$ cat config.mk
export PLATFORM = sky130hd
export DESIGN_NAME = tst_stim_top
export DESIGN_NICKNAME = d
export VERILOG_FILES = /design/src/rtl/tst_pkg.sv /design/src/rtl/tst_ctrl.sv /design/src/rtl/tst_datapath.sv /design/src/rtl/tst_stim_top.sv
export SDC_FILE = /design/constraint.sdc
export NUM_CORES = 1
export LEC_CHECK = 0
export ABC_AREA = 1
export BUFFER_PORTS_ARGS = -buffer_cell sky130_fd_sc_hd__clkbuf_2
export CAP_MARGIN = 40
export CORE_ASPECT_RATIO = 0.7
export CORE_MARGIN = 1
export CORE_UTILIZATION = 50
export CTS_CLUSTER_DIAMETER = 30
export CTS_CLUSTER_SIZE = 25
export DETAILED_ROUTE_END_ITERATION = 10
export PLACE_DENSITY_LB_ADDON = 0.3
export SLEW_MARGIN = 15
export SYNTH_ARGS = -nofsm -noshare
export SYNTH_HDL_FRONTEND = slang
export SYNTH_SLANG_ARGS = --single-unit
$ cat constraint.sdc
create_clock -name clk -period 1.57 [get_ports clk]
set_input_delay 0.2355 -clock clk [delete_from_list [all_inputs] [get_ports clk]]
set_output_delay 0.2355 -clock clk [all_outputs]
set_load 0.05 [all_outputs]
$ cat src/rtl/tst_pkg.sv
`timescale 1ns/1ps
package tst_pkg;
  typedef struct packed {
    logic shiftEn;
    logic frameStart;
    logic useStim;
  } tstStrobes_t;
endpackage

$ cat src/rtl/tst_ctrl.sv
`timescale 1ns/1ps
module tst_ctrl #(
  parameter int IDLE_CYCLES = 16
) (
  input  logic                clk,
  input  logic                rstN,
  input  logic                testEn,
  input  logic                modeDigital,
  input  logic                noSyncBin,
  input  logic                sclk,
  output tst_pkg::tstStrobes_t strobes,
  output logic                digTest,
  output logic                anaTest
);
  localparam int IDLE_W = $clog2(IDLE_CYCLES + 1);
  localparam logic [IDLE_W-1:0] IDLE_MAX = IDLE_W'(IDLE_CYCLES);

  logic              sclkD;
  logic [IDLE_W-1:0] idleCnt;
  logic              fallEdge;
  logic              anyEdge;
  logic              idleDone;

  assign fallEdge = sclkD & ~sclk;
  assign anyEdge  = sclkD ^ sclk;
  assign idleDone = (idleCnt == IDLE_MAX);

  always_ff @(posedge clk) begin
    if (!rstN) begin
      sclkD   <= 1'b1;
      idleCnt <= '0;
    end else begin
      sclkD <= sclk;
      if (anyEdge)
        idleCnt <= '0;
      else if (!idleDone)
        idleCnt <= idleCnt + 1'b1;
    end
  end

  assign digTest = testEn & modeDigital;
  assign anaTest = testEn & ~modeDigital;

  always_comb begin
    strobes            = '0;
    strobes.shiftEn    = fallEdge & testEn;
    strobes.frameStart = fallEdge & idleDone;
    strobes.useStim    = digTest & ~noSyncBin;
  end

  AST_IDLE_SAT: assert property (@(posedge clk) disable iff (!rstN)
    idleCnt <= IDLE_MAX);
  AST_EDGE_RESTARTS: assert property (@(posedge clk) disable iff (!rstN)
    anyEdge |=> (idleCnt == '0));
  AST_NO_STIM_NOSYNC: assert property (@(posedge clk) disable iff (!rstN)
    noSyncBin |-> !strobes.useStim);
endmodule

$ cat src/rtl/tst_datapath.sv
`timescale 1ns/1ps
module tst_datapath #(
  parameter int NUM_TRACKS = 5,
  parameter int NUM_CFG    = 7
) (
  input  logic                  clk,
  input  logic                  rstN,
  input  tst_pkg::tstStrobes_t  strobes,
  input  logic                  digTest,
  input  logic                  anaTest,
  input  logic                  testEn,
  input  logic                  serIn,
  input  logic [NUM_TRACKS-1:0] track,
  input  logic [NUM_CFG-1:0]    cfgPins,
  output logic [NUM_TRACKS-1:0] frameBits,
  output logic                  frameStrobe,
  output logic                  chainOut,
  output logic                  sOut,
  output logic                  errOut,
  output logic                  errPushPull
);
  localparam int MSB = NUM_TRACKS - 1;

  logic [NUM_TRACKS-1:0] testReg;
  logic [NUM_TRACKS-1:0] selBits;

  always_ff @(posedge clk) begin
    if (!rstN) begin
      testReg <= '0;
    end else if (strobes.shiftEn) begin
      testReg <= {testReg[MSB-1:0], serIn};
    end
  end

  always_ff @(posedge clk) begin
    if (!rstN) begin
      frameBits   <= '0;
      frameStrobe <= 1'b0;
    end else begin
      frameStrobe <= strobes.frameStart;
      if (strobes.frameStart)
        frameBits <= strobes.useStim ? testReg : track;
    end
  end

  for (genvar i = 0; i < NUM_TRACKS; i++) begin : gSel
    assign selBits[i] = testReg[i] & track[i];
  end

  assign sOut        = anaTest & (^selBits);
  assign chainOut    = digTest ? testReg[MSB] : serIn;
  assign errOut      = testEn & (^cfgPins);
  assign errPushPull = testEn;

  AST_CAPTURE_STIM: assert property (@(posedge clk) disable iff (!rstN)
    (frameStrobe && $past(strobes.useStim)) |-> (frameBits == $past(testReg)));
  AST_FRAME_HOLD: assert property (@(posedge clk) disable iff (!rstN)
    !frameStrobe |-> $stable(frameBits));
  AST_REG_HOLD_OFF: assert property (@(posedge clk) disable iff (!rstN)
    !testEn |=> $stable(testReg));
  AST_SOUT_QUIET: assert property (@(posedge clk) disable iff (!rstN)
    !anaTest |-> !sOut);
endmodule

$ cat src/rtl/tst_stim_top.sv
`timescale 1ns/1ps
module tst_stim_top #(
  parameter int NUM_TRACKS  = 5,
  parameter int NUM_CFG     = 7,
  parameter int IDLE_CYCLES = 16
) (
  input  logic                  clk,
  input  logic                  rstN,
  input  logic                  testEn,
  input  logic                  modeDigital,
  input  logic                  noSyncBin,
  input  logic                  sclk,
  input  logic                  serIn,
  input  logic [NUM_TRACKS-1:0] track,
  input  logic [NUM_CFG-1:0]    cfgPins,
  output logic [NUM_TRACKS-1:0] frameBits,
  output logic                  frameStrobe,
  output logic                  chainOut,
  output logic                  sOut,
  output logic                  errOut,
  output logic                  errPushPull
);
  tst_pkg::tstStrobes_t strobes;
  logic digTest;
  logic anaTest;

  tst_ctrl #(.IDLE_CYCLES(IDLE_CYCLES)) uCtrl (
    .clk(clk), .rstN(rstN), .testEn(testEn), .modeDigital(modeDigital),
    .noSyncBin(noSyncBin), .sclk(sclk), .strobes(strobes),
    .digTest(digTest), .anaTest(anaTest)
  );

  tst_datapath #(.NUM_TRACKS(NUM_TRACKS), .NUM_CFG(NUM_CFG)) uDp (
    .clk(clk), .rstN(rstN), .strobes(strobes), .digTest(digTest),
    .anaTest(anaTest), .testEn(testEn), .serIn(serIn), .track(track),
    .cfgPins(cfgPins), .frameBits(frameBits), .frameStrobe(frameStrobe),
    .chainOut(chainOut), .sOut(sOut), .errOut(errOut),
    .errPushPull(errPushPull)
  );

  AST_NOSYNC_LIVE: assert property (@(posedge clk) disable iff (!rstN)
    (frameStrobe && $past(noSyncBin)) |-> (frameBits == $past(track)));
endmodule

==> flow_summary.ini <==
[setup_path]
timing.critical_path.to_type = output port
r2r_end = uDp.frameBits[0]
cp_cell_sequence = nand2_2 -> inv_2 -> nand2_1 -> nand2_1 -> nand2_2 -> nand3_2 -> nand2_2 -> nor2_4 -> buf_8
setup.worst_path.start_class = flip-flop
critPathKind = reg -> out
path_max_fanout = 3
cell_depth_of_the_worst_flop_to_flop_path = 7
critPathMaxStageDelay_ns = 0.36
data_required_time_of_the_worst_path_ns = 1.33
launching_point_of_the_worst_reg2reg_path = uCtrl.idleCnt[0]
cp_slowest_cell = sky130_fd_sc_hd__dfxtp_2
critical_path_arrival_ns = 1.38
worst_setup_path_endpoint = sOut
timing.critical_path.mode_cell = sky130_fd_sc_hd__nand2_2
timing.critical_path.from = uDp.testReg[1]
ff2ff_setup_slack_ns = 0.26

[placed_design]
numPortBuffers = 28
place_hpwl_mm = 1.58
placed_cell_area_um2 = 1150
place.gp.congestion = 0.847
dp_cells = 198

[global_routing]
busiest_layer = met2
track_usage = 0.205
groute.layer.met1.usage = 0.240
grt_overflow = 0
grt_use_met2 = 0.389
grt_max_degree = 14
grt.met3_usage = 0.0569
grt_pass1_vias = 857
grt_antenna_before_repair = 0
wire_length_of_the_first_global_routing_pass_mm = 3.38

[die]
io_pins = 29
die_w_um = 55.2
area_of_the_die_um2 = 2170
coreArea_um2 = 1850
initial_utilization = 0.534
die_h_um = 39.2
std_cell_rows = 13

[job]
max_cap_viol_count = 0

[clocking]
insertion_delay_ns = 0.29
clock_sink_count = 17
root_buffer_selected_by_cts = sky130_fd_sc_hd__clkbuf_4
ctsHtreeMaxLevel = 1
clkTransAtPathRegs_ns = 0.09
numCtsBuffers = 3
tritoncts = built
clk_path_buf_depth = 2

[synthesis]
mappedNetlistArea_um2 = 991
compound_gate_portion_of_the_synthesized_area = 0.0556
synth_xor_area_frac = 0.0530
yosys_warnings = 0
synth_seq_area_share = 0.343
post_synth_fa_ha_maj_area_fraction = 0.0379
syn_nets = 172
synth_cell_types = 20
synth_cells = 150
synth_top_family_by_area = simple AND/OR/NAND/NOR gates
syn_area_per_cell_um2 = 6.61
post_synth_mux_area_share = 0.0114
synth_simple_gate_area_share = 0.396
ys_seq_elements = 17

[route]
drt_iter0_drc = 26
post-route-drc-count = 0
dr_total_vias = 998
viasPerCell = 4.84
totalWireLength_mm = 2.14
detail_routed_net_length_per_standard_cell_um = 10.4
drt_first_pass_iters = 5
detail-route-antenna-nets = 0

[cells_and_area]
final_cell_count_no_fill = 206
nets = 207
layout.cells.most_common = sky130_fd_sc_hd__nand2_1
layout.cell_area.non_filler_um2 = 1250
antenna-diode-count = 0
drive_above_1_share = 0.315
syn2layout_area_growth_pct = 26.5
mostFrequentLayoutCells = sky130_fd_sc_hd__nand2_1, sky130_fd_sc_hd__clkbuf_2, sky130_fd_sc_hd__inv_1, sky130_fd_sc_hd__nor2_1

[timing]
final_clock_period_utilization_by_the_worst_path = 1.03
unrepaired_setup_endpoints_after_global_routing = yes
report.final.slew_viol_count = 0
worstMarginPinSlew_ns = 0.276
worst_slew_margin_rel = 0.817
hold-worst-slack_ns = 0.152
fin_worst_skew_ns = 0.00105
setup_violations = 1
fin_crit_ns = 1.61
finalWorstSetupSlack_ns = -0.0408
achievable-frequency_mhz = 621
hold_violations = 0

[power_and_ir_drop]
power.static_leakage_nw = 0.709
ir_worst_vdd_mv = 0.538
p_per_area_nw_per_um2 = 708

[hold_path]
min-delay-path-class = in -> reg

[run_status]
outcome = finished with violations
violations_in_the_final_reports = negative setup slack
metrics by stage:
step / setup slack [ns] / util / total power [W] / TNS (ns)
floorplan: 0.100 / - / 0.000587 / 0
global placement: 0.134 / 0.618 / 0.000635 / 0
detailed placement: 0.102 / 0.618 / 0.000640 / 0
CTS: -0.0352 / 0.659 / 0.000883 / -0.0352
global route: -0.164 / 0.676 / 0.000946 / -0.164
finish: -0.0408 / 0.676 / 0.000887 / -0.0408
area by class of cell:
| cell class | instances | area [µm²] |
|---|---|---|
| fill | 169 | 601 |
| multi-input combinational | 108 | 586 |
| sequential | 17 | 348 |
| timing repair buffer | 32 | 180 |
| inverter | 23 | 86.3 |
| tap | 22 | 27.5 |
| clock buffer | 4 | 26.3 |
synthesized netlist by cell type:
master / instances / area share
sky130_fd_sc_hd__inv_1: 19 / 0.072
sky130_fd_sc_hd__dfxtp_1: 17 / 0.34
sky130_fd_sc_hd__ha_1: 3 / 0.038
sky130_fd_sc_hd__nor2_8: 1 / 0.020
sky130_fd_sc_hd__inv_2: 4 / 0.015
sky130_fd_sc_hd__buf_4: 2 / 0.015
sky130_fd_sc_hd__nor2_2: 1 / 0.0063
sky130_fd_sc_hd__nand3b_1: 1 / 0.0076
sky130_fd_sc_hd__or2_0: 1 / 0.0063
sky130_fd_sc_hd__xnor2_1: 3 / 0.027
sky130_fd_sc_hd__nand4_2: 1 / 0.013
sky130_fd_sc_hd__or2_1: 5 / 0.032
sky130_fd_sc_hd__o21ai_0: 7 / 0.035
sky130_fd_sc_hd__nor2_1: 17 / 0.064
sky130_fd_sc_hd__nand2_2: 1 / 0.0063
sky130_fd_sc_hd__xor2_1: 3 / 0.027
sky130_fd_sc_hd__mux2_2: 1 / 0.011
sky130_fd_sc_hd__a21oi_1: 4 / 0.020
sky130_fd_sc_hd__nand3_1: 14 / 0.071
sky130_fd_sc_hd__nand2_1: 45 / 0.17
how the worst min path moves through the flow:
stage                     from          end  slack, ns  cells past startpoint
after floorplan           sclk  uCtrl.sclkD       0.34                      2
after global placement    sclk  uCtrl.sclkD       0.44                      3
after detailed placement  sclk  uCtrl.sclkD       0.45                      3
after CTS                 sclk  uCtrl.sclkD       0.14                      3
after global routing      sclk  uCtrl.sclkD       0.15                      3
final                     sclk  uCtrl.sclkD       0.15                      3
power by group:
part / internal [W] / total, W / leakage (nW) / switching [W]
clock network: 0.0000988 / 0.000230 / 0.0150 / 0.000131
logic: 0.0000761 / 0.000200 / 0.554 / 0.000124
registers: 0.000445 / 0.000457 / 0.140 / 0.0000126
worst max-delay path: cells and delay by family (launching register included):
kind          cells  cell delay (ns)
simple gates      7             0.52
buf+inv           2             0.20
flops             1             0.36
sequential cells by signal, indices dropped and copies added, names as in the netlist:
signal	count
uDp.frameBits	5
uCtrl.sclkD	1
uDp.frameStrobe	1
uCtrl.idleCnt	5
uDp.testReg	5
routing by layer:
| layer | share of wire | routed length [µm] |
|---|---|---|
| met1 | 0.46 | 985 |
| met2 | 0.48 | 1030 |
| met3 | 0.058 | 124 |
| met4 | 0 | 0 |
| met5 | 0 | 0 |
timing repair:
action | CTS | global route
setup buffers | 4 | 0
endpoints found under the setup margin | 1 | 1
hold buffers | 0 | 0
pin swaps | 1 | 5
resized for setup | 8 | 11
kinds of logic after synthesis:
logic type,after synthesis
XOR/XNOR,6
multiplexers,1
AO/OA/AOI/OAI,11
AND/OR/NAND/NOR,87
buffers and inverters,25
flip-flops,17
adder cells (fa/ha/maj),3
No activity file was read; power rests on OpenSTA's default activity.
